**config.mk**
```make
export PLATFORM = sky130hd
export DESIGN_NAME = rom_wait_seq
export DESIGN_NICKNAME = d
export VERILOG_FILES = /design/src/rtl/rws_pkg.sv /design/src/rtl/rws_wait_ctr.sv /design/src/rtl/rws_ctrl.sv /design/src/rtl/rom_wait_seq.sv
export SDC_FILE = /design/constraint.sdc
export NUM_CORES = 1
export LEC_CHECK = 0
export BUFFER_PORTS_ARGS = -buffer_cell sky130_fd_sc_hd__buf_4
export CAP_MARGIN = 20
export CORE_AREA = 2 2 79 66
export DETAILED_ROUTE_END_ITERATION = 8
export DIE_AREA = 0 0 81 68
export GPL_TIMING_DRIVEN = 1
export PLACE_DENSITY = 0.55
export RECOVER_POWER = 25
export SLEW_MARGIN = 20
export SYNTH_ARGS = -nofsm -noshare
export SYNTH_HDL_FRONTEND = slang
export SYNTH_SLANG_ARGS = --single-unit
```
**constraint.sdc**
```tcl
create_clock -name clk -period 2.44 [get_ports clk]
set_clock_uncertainty 0.1 [all_clocks]
set_input_delay 0.244 -clock clk [delete_from_list [all_inputs] [get_ports clk]]
set_output_delay 0.244 -clock clk [all_outputs]
set_load 0.005 [all_outputs]
```
**src/rtl/rws_pkg.sv**
```systemverilog
package rws_pkg;

   typedef enum logic [1:0] {
      ST_IDLE  = 2'd0,
      ST_FIRST = 2'd1,
      ST_NEXT  = 2'd2,
      ST_DATA  = 2'd3
   } rws_state_e;

endpackage

```
**src/rtl/rws_wait_ctr.sv**
```systemverilog
module rws_wait_ctr #(
   parameter int MAX_WAIT = 2,
   parameter int CW       = 2
) (
   input  logic          clk,
   input  logic          rst_n,
   input  logic          clear,
   input  logic          load,
   input  logic [CW-1:0] load_val,
   output logic          last
);

   generate
      if (MAX_WAIT == 1) begin : g_flag
         logic busy_q;
         always_ff @(posedge clk or negedge rst_n) begin
            if (!rst_n)     busy_q <= 1'b0;
            else if (clear) busy_q <= 1'b0;
            else            busy_q <= load && (load_val != '0);
         end
         assign last = busy_q;
      end else begin : g_count
         logic [CW-1:0] cnt_q;
         always_ff @(posedge clk or negedge rst_n) begin
            if (!rst_n)             cnt_q <= '0;
            else if (clear)         cnt_q <= '0;
            else if (load)          cnt_q <= load_val;
            else if (cnt_q != '0)   cnt_q <= cnt_q - CW'(1);
         end
         assign last = (cnt_q == CW'(1));

         // remaining-wait count never exceeds the longest wait
         p_count_bound_r2: assert property (@(posedge clk) disable iff (!rst_n)
            load |=> (cnt_q <= CW'(MAX_WAIT)));
      end
   endgenerate

endmodule

```
**src/rtl/rws_ctrl.sv**
```systemverilog
module rws_ctrl
   import rws_pkg::*;
#(
   parameter int FIRST_WAIT = 2,
   parameter int NEXT_WAIT  = 1,
   parameter int CW         = 2
) (
   input  logic          clk,
   input  logic          rst_n,
   input  logic          rom_off,
   input  logic          req_valid,
   input  logic          wait_last,
   output logic          req_ready,
   output logic          accept,
   output logic          ld_en,
   output logic [CW-1:0] ld_val,
   output logic          ctr_clear,
   output logic          rom_en,
   output logic          rsp_valid
);

   rws_state_e state_q, state_d;
   logic       in_wait;

   always_comb begin
      in_wait   = (state_q == ST_FIRST) || (state_q == ST_NEXT);
      req_ready = !rom_off && ((state_q == ST_IDLE) || (state_q == ST_DATA));
      accept    = req_valid && req_ready;
      rsp_valid = (state_q == ST_DATA) && !rom_off;
      rom_en    = in_wait && wait_last && !rom_off;
      ld_en     = accept;
      ld_val    = (state_q == ST_DATA) ? CW'(NEXT_WAIT) : CW'(FIRST_WAIT);
      ctr_clear = rom_off;
   end

   always_comb begin
      state_d = state_q;
      unique case (state_q)
         ST_IDLE:  if (accept) state_d = ST_FIRST;
         ST_FIRST: if (wait_last) state_d = ST_DATA;
         ST_NEXT:  if (wait_last) state_d = ST_DATA;
         ST_DATA:  state_d = accept ? ST_NEXT : ST_IDLE;
         default:  state_d = ST_IDLE;
      endcase
      if (rom_off) state_d = ST_IDLE;
   end

   always_ff @(posedge clk or negedge rst_n) begin
      if (!rst_n) state_q <= ST_IDLE;
      else        state_q <= state_d;
   end

   // one response cycle per word
   p_valid_one_cycle_r5: assert property (@(posedge clk) disable iff (!rst_n)
      rsp_valid |=> !rsp_valid);

   // disable cancels any pending response
   p_abort_no_rsp_r8: assert property (@(posedge clk) disable iff (!rst_n)
      rom_off |=> !rsp_valid);

   // an access started from idle does not answer on the next cycle
   p_first_not_early_r2: assert property (@(posedge clk) disable iff (!rst_n)
      (accept && !rsp_valid) |=> !rsp_valid);

endmodule

```
**src/rtl/rom_wait_seq.sv**
```systemverilog
module rom_wait_seq #(
   parameter int ADDR_W     = 15,
   parameter int DATA_W     = 16,
   parameter int SRC_W      = 2,
   parameter int FIRST_WAIT = 2,
   parameter int NEXT_WAIT  = 1
) (
   input  logic              clk,
   input  logic              rst_n,
   input  logic              rom_off,
   input  logic              req_valid,
   output logic              req_ready,
   input  logic [ADDR_W-1:0] req_addr,
   input  logic [SRC_W-1:0]  req_src,
   output logic              rsp_valid,
   output logic [DATA_W-1:0] rsp_data,
   output logic [SRC_W-1:0]  rsp_src,
   output logic              rom_en,
   output logic [ADDR_W-1:0] rom_addr,
   input  logic [DATA_W-1:0] rom_data
);

   localparam int MAX_WAIT = (FIRST_WAIT > NEXT_WAIT) ? FIRST_WAIT : NEXT_WAIT;
   localparam int CW       = (MAX_WAIT < 2) ? 1 : $clog2(MAX_WAIT + 1);

   generate
      if (FIRST_WAIT < 1 || NEXT_WAIT < 1) begin : g_bad_wait
         $error("rom_wait_seq: wait counts must be at least 1");
      end
      if (NEXT_WAIT > FIRST_WAIT) begin : g_bad_order
         $error("rom_wait_seq: NEXT_WAIT must not exceed FIRST_WAIT");
      end
      if (ADDR_W < 1 || DATA_W < 1 || SRC_W < 1) begin : g_bad_width
         $error("rom_wait_seq: widths must be positive");
      end
   endgenerate

   logic          accept, ld_en, ctr_clear, wait_last;
   logic [CW-1:0] ld_val;
   logic [ADDR_W-1:0] addr_q;
   logic [SRC_W-1:0]  src_q;

   rws_ctrl #(
      .FIRST_WAIT(FIRST_WAIT),
      .NEXT_WAIT (NEXT_WAIT),
      .CW        (CW)
   ) u_ctrl (
      .clk      (clk),
      .rst_n    (rst_n),
      .rom_off  (rom_off),
      .req_valid(req_valid),
      .wait_last(wait_last),
      .req_ready(req_ready),
      .accept   (accept),
      .ld_en    (ld_en),
      .ld_val   (ld_val),
      .ctr_clear(ctr_clear),
      .rom_en   (rom_en),
      .rsp_valid(rsp_valid)
   );

   rws_wait_ctr #(
      .MAX_WAIT(MAX_WAIT),
      .CW      (CW)
   ) u_wait (
      .clk     (clk),
      .rst_n   (rst_n),
      .clear   (ctr_clear),
      .load    (ld_en),
      .load_val(ld_val),
      .last    (wait_last)
   );

   always_ff @(posedge clk or negedge rst_n) begin
      if (!rst_n) begin
         addr_q <= '0;
         src_q  <= '0;
      end else if (accept) begin
         addr_q <= req_addr;
         src_q  <= req_src;
      end
   end

   assign rom_addr = addr_q;
   assign rsp_data = rom_data;
   assign rsp_src  = src_q;

   // every response is preceded by a ROM strobe
   p_fetch_precedes_rsp_r6: assert property (@(posedge clk) disable iff (!rst_n)
      rsp_valid |-> $past(rom_en));

   // a ROM strobe is followed by a response unless disabled
   p_fetch_then_rsp_r6: assert property (@(posedge clk) disable iff (!rst_n)
      rom_en |=> (rsp_valid || rom_off));

endmodule

```
==> flow_summary_export.csv <==
group,metric,value,unit
detailed_routing,viasPerCell,4.08,
setup_path,rr_startpoint,"u_ctrl.state_q[0]",
setup_path,required,2480,ps
clocking,cts_made_buffers,3,
logic_synthesis,ys_ff_latch,21,
flow_run,drv_cap,0,
final_layout,finish.utilization,29.9,%
logic_synthesis,synth_area_leaders,"dfrtp_1, mux2_4, buf_4, mux2_2, ha_1",
clocking,clockBufferDepth,2,
final_layout,syn_to_final_growth,24.6,%
power_and_ir_drop,max-vdd-ir-drop,490,uV
setup_path,crit_path_top_delay_cell,"ha_1",
clocking,cts_tree,"yes",
setup_path,cp_max_fo,19,
worst_hold_path,hold_depth,2,
setup_path,worstPathArrival,2000,ps
floorplan,coreArea,4780,um2
final_layout,drive_gt1_share,53.8,%
power_and_ir_drop,seqPwrFrac,40.1,%
clocking,cts_setup_buffers,0,
setup_path,worst-setup-path-type,"reg -> reg",
clocking,h-tree-depth,1,
logic_synthesis,yosysTopAreaCellShare,45.9,%
global_routing,track_usage,8.41,%
setup_path,crit_chain,"inv_1 > ha_1 > nor3b_4 > buf_4 > mux2_2",
detailed_routing,drtAntennaViolNets,0,
setup_path,r2r-end,"rom_addr[14]",
timing,layout_worst_path_cycle_share,80.3,%
timing,tns,0,ps
floorplan,start_util,24.0,%
clocking,cts.sink_count,21,
timing,hold_viol_final,0,
clocking,cts_resized,0,
placed_design,hpwl,1.71,mm
setup_path,crit_path_start,"u_ctrl.state_q[0]",
floorplan,die_w,81,um
timing,min_period,1960,ps
timing,slew_headroom,27.3,%
floorplan,die_y,68,um
detailed_routing,drtIter0Drc,11,
logic_synthesis,synth_warnings,0,
final_layout,most-common-layout-cells,"buf_4, dfrtp_1, mux2_4, mux2_2",
power_and_ir_drop,pwr-share-clk,15.1,%
timing,worst_slack,482,ps
detailed_routing,drc_errors,0,
placed_design,portBuffers,40,
logic_synthesis,synthCells,90,
clocking,cts_root_buffer,"clkbuf_8",
setup_path,crit_end,"rom_addr[14]",
clocking,clkTransAtPathRegs,80,ps
power_and_ir_drop,p_sw_share,29.8,%
final_layout,n_antenna_cell,0,
setup_path,crit_path_start_kind,"flop",
timing,drv_slew,0,
logic_synthesis,synth_area,1140,um2
final_layout,fillers,503,
logic_synthesis,synth_cell_type_count,20,
final_layout,nets,161,
timing,tightest_slew,1090,ps
outcome,status,"finished clean",
power_and_ir_drop,p_per_area,1040,nW/um2
timing,rsz0062_at_grt,"no",
power_and_ir_drop,cellLeakagePower,0.688,nW
worst_hold_path,min_path_type,"in -> reg",
logic_synthesis,synth.avg_cell_area,12.7,um2
placed_design,place_ws,496,ps
power_and_ir_drop,combPwrFrac,44.8,%
setup_path,critPathMaxStageDelay,400,ps
detailed_routing,num_vias,731,
floorplan,rows,23,
final_layout,final_common_cell,"buf_4",
logic_synthesis,synth_top_area_cell,"dfrtp_1",
global_routing,grt_pass1_vias,775,
detailed_routing,drt_wl_total,2.24,mm
logic_synthesis,synth-seq-area-share,45.9,%
setup_path,r2r_setup_slack,480,ps
floorplan,ios,73,
power_and_ir_drop,p_sw,0.442,mW
detailed_routing,dr.pass1.iters,4,
floorplan,die_area,5510,um2
detailed_routing,wl_per_cell,12.5,um
timing,fmax,511,MHz
global_routing,overflow,0,
setup_path,reg2reg_depth,5,
power_and_ir_drop,power.internal,1.04,mW
placed_design,place.gp.congestion,0.660,
timing,worst_hold_slack,113,ps
global_routing,antenna_found_initial,0,
clocking,insertion_delay,260,ps
logic_synthesis,synth_fp_nets,133,
setup_path,worstSetupEndpointType,"flop",
global_routing,grt_max_degree,22,
timing,setup_viol,0,
global_routing,grt_pass1_wl,3.55,mm
critical path, delay by kind of cell (launching register included):
kind | cells | cell delay [ps]
and+or+nand+nor | 1 | 190
buffers and inverters | 2 | 390
adders and majority gates | 1 | 400
muxes | 1 | 380
DFF | 1 | 380
layer usage:
metal  up-vias  routed length [um]  GRT usage, %
li1        335                   -             -
met3         8                 170          3.17
met4         0                  31          3.18
met2        30                1190          14.9
met5         -                   0             0
met1       358                 854          9.25
worst min-delay path by stage:
| stage | from | to | slack [ps] |
|---|---|---|---|
| floorplan | rst_n | rom_addr[0] | -150 |
| global placement | rst_n | rom_addr[14] | 40 |
| detailed placement | rst_n | rsp_src[0] | 40 |
| CTS | req_addr[0] | rom_addr[0] | 110 |
| global route | req_addr[6] | rom_addr[6] | 100 |
| finish | req_addr[4] | rom_addr[4] | 110 |
sequential cells by signal, summed over array words and instances (netlist names):
signal,count
rsp_src,2
u_wait.g_count.cnt_q,2
u_ctrl.state_q,2
rom_addr,15
through the flow:
| stage | total power [mW] | area [um2] | cells |
|---|---|---|---|
| after floorplan | 0.989 | 1140 | 90 |
| after global placement | 1.26 | 1370 | 174 |
| after detailed placement | 1.27 | 1370 | 174 |
| after CTS | 1.51 | 1430 | 179 |
| after global routing | 1.61 | 1430 | 179 |
| final | 1.49 | 1430 | 179 |
cell type report:
| cell class | instances | area [um2] | share of cell area [%] |
|---|---|---|---|
| clock buffer | 3 | 41.3 | 2.89 |
| clock inverter | 1 | 5.00 | 0.351 |
| inverter | 5 | 18.8 | 1.32 |
| multi-input combinational | 45 | 444 | 31.1 |
| sequential | 21 | 526 | 36.8 |
| tap | 62 | 77.6 | 5.44 |
| timing repair buffer | 42 | 314 | 22.0 |
synthesized netlist by cell type:
library cell / n
a21oi_1: 3
a31oi_1: 1
and2b_1: 1
and3b_1: 1
buf_12: 1
buf_4: 16
buf_6: 2
dfrtp_1: 21
ha_1: 6
inv_1: 5
mux2_2: 9
mux2_4: 9
nand2_1: 1
nand2b_1: 3
nor2_1: 6
nor2b_1: 1
nor3b_2: 1
o31ai_1: 1
o32ai_1: 1
xnor2_1: 1
cell families (layout without fill, tap and decap cells):
logic type / Yosys count / after routing / synth area share [%]
flip-flops: 21 / 21 / 45.9
AND/OR/NAND/NOR: 14 / 14 / 6.99
adder cells (fa/ha/maj): 6 / 6 / 6.56
buffers and inverters: 24 / 51 / 15.8
multiplexers: 18 / 18 / 20.7
AO/OA/AOI/OAI: 6 / 6 / 3.28
XOR/XNOR: 1 / 1 / 0.765
what timing repair did:
| item | 4_1_cts | 5_1_grt |
|---|---|---|
| endpoints found under the hold margin | 21 | 0 |
| hold buffers | 1 | 0 |
| setup endpoints to repair | 0 | 0 |
power by group through the flow:
stage                     clock [mW]  sequential [mW]  combinational (mW)
final                          0.224            0.596               0.667
after global routing           0.252            0.622               0.737
after detailed placement           0            0.603               0.672
after global placement             0            0.603               0.654
after floorplan                    0            0.602               0.387
after CTS                      0.237            0.600               0.677
Power figures use the tool's default switching activity.
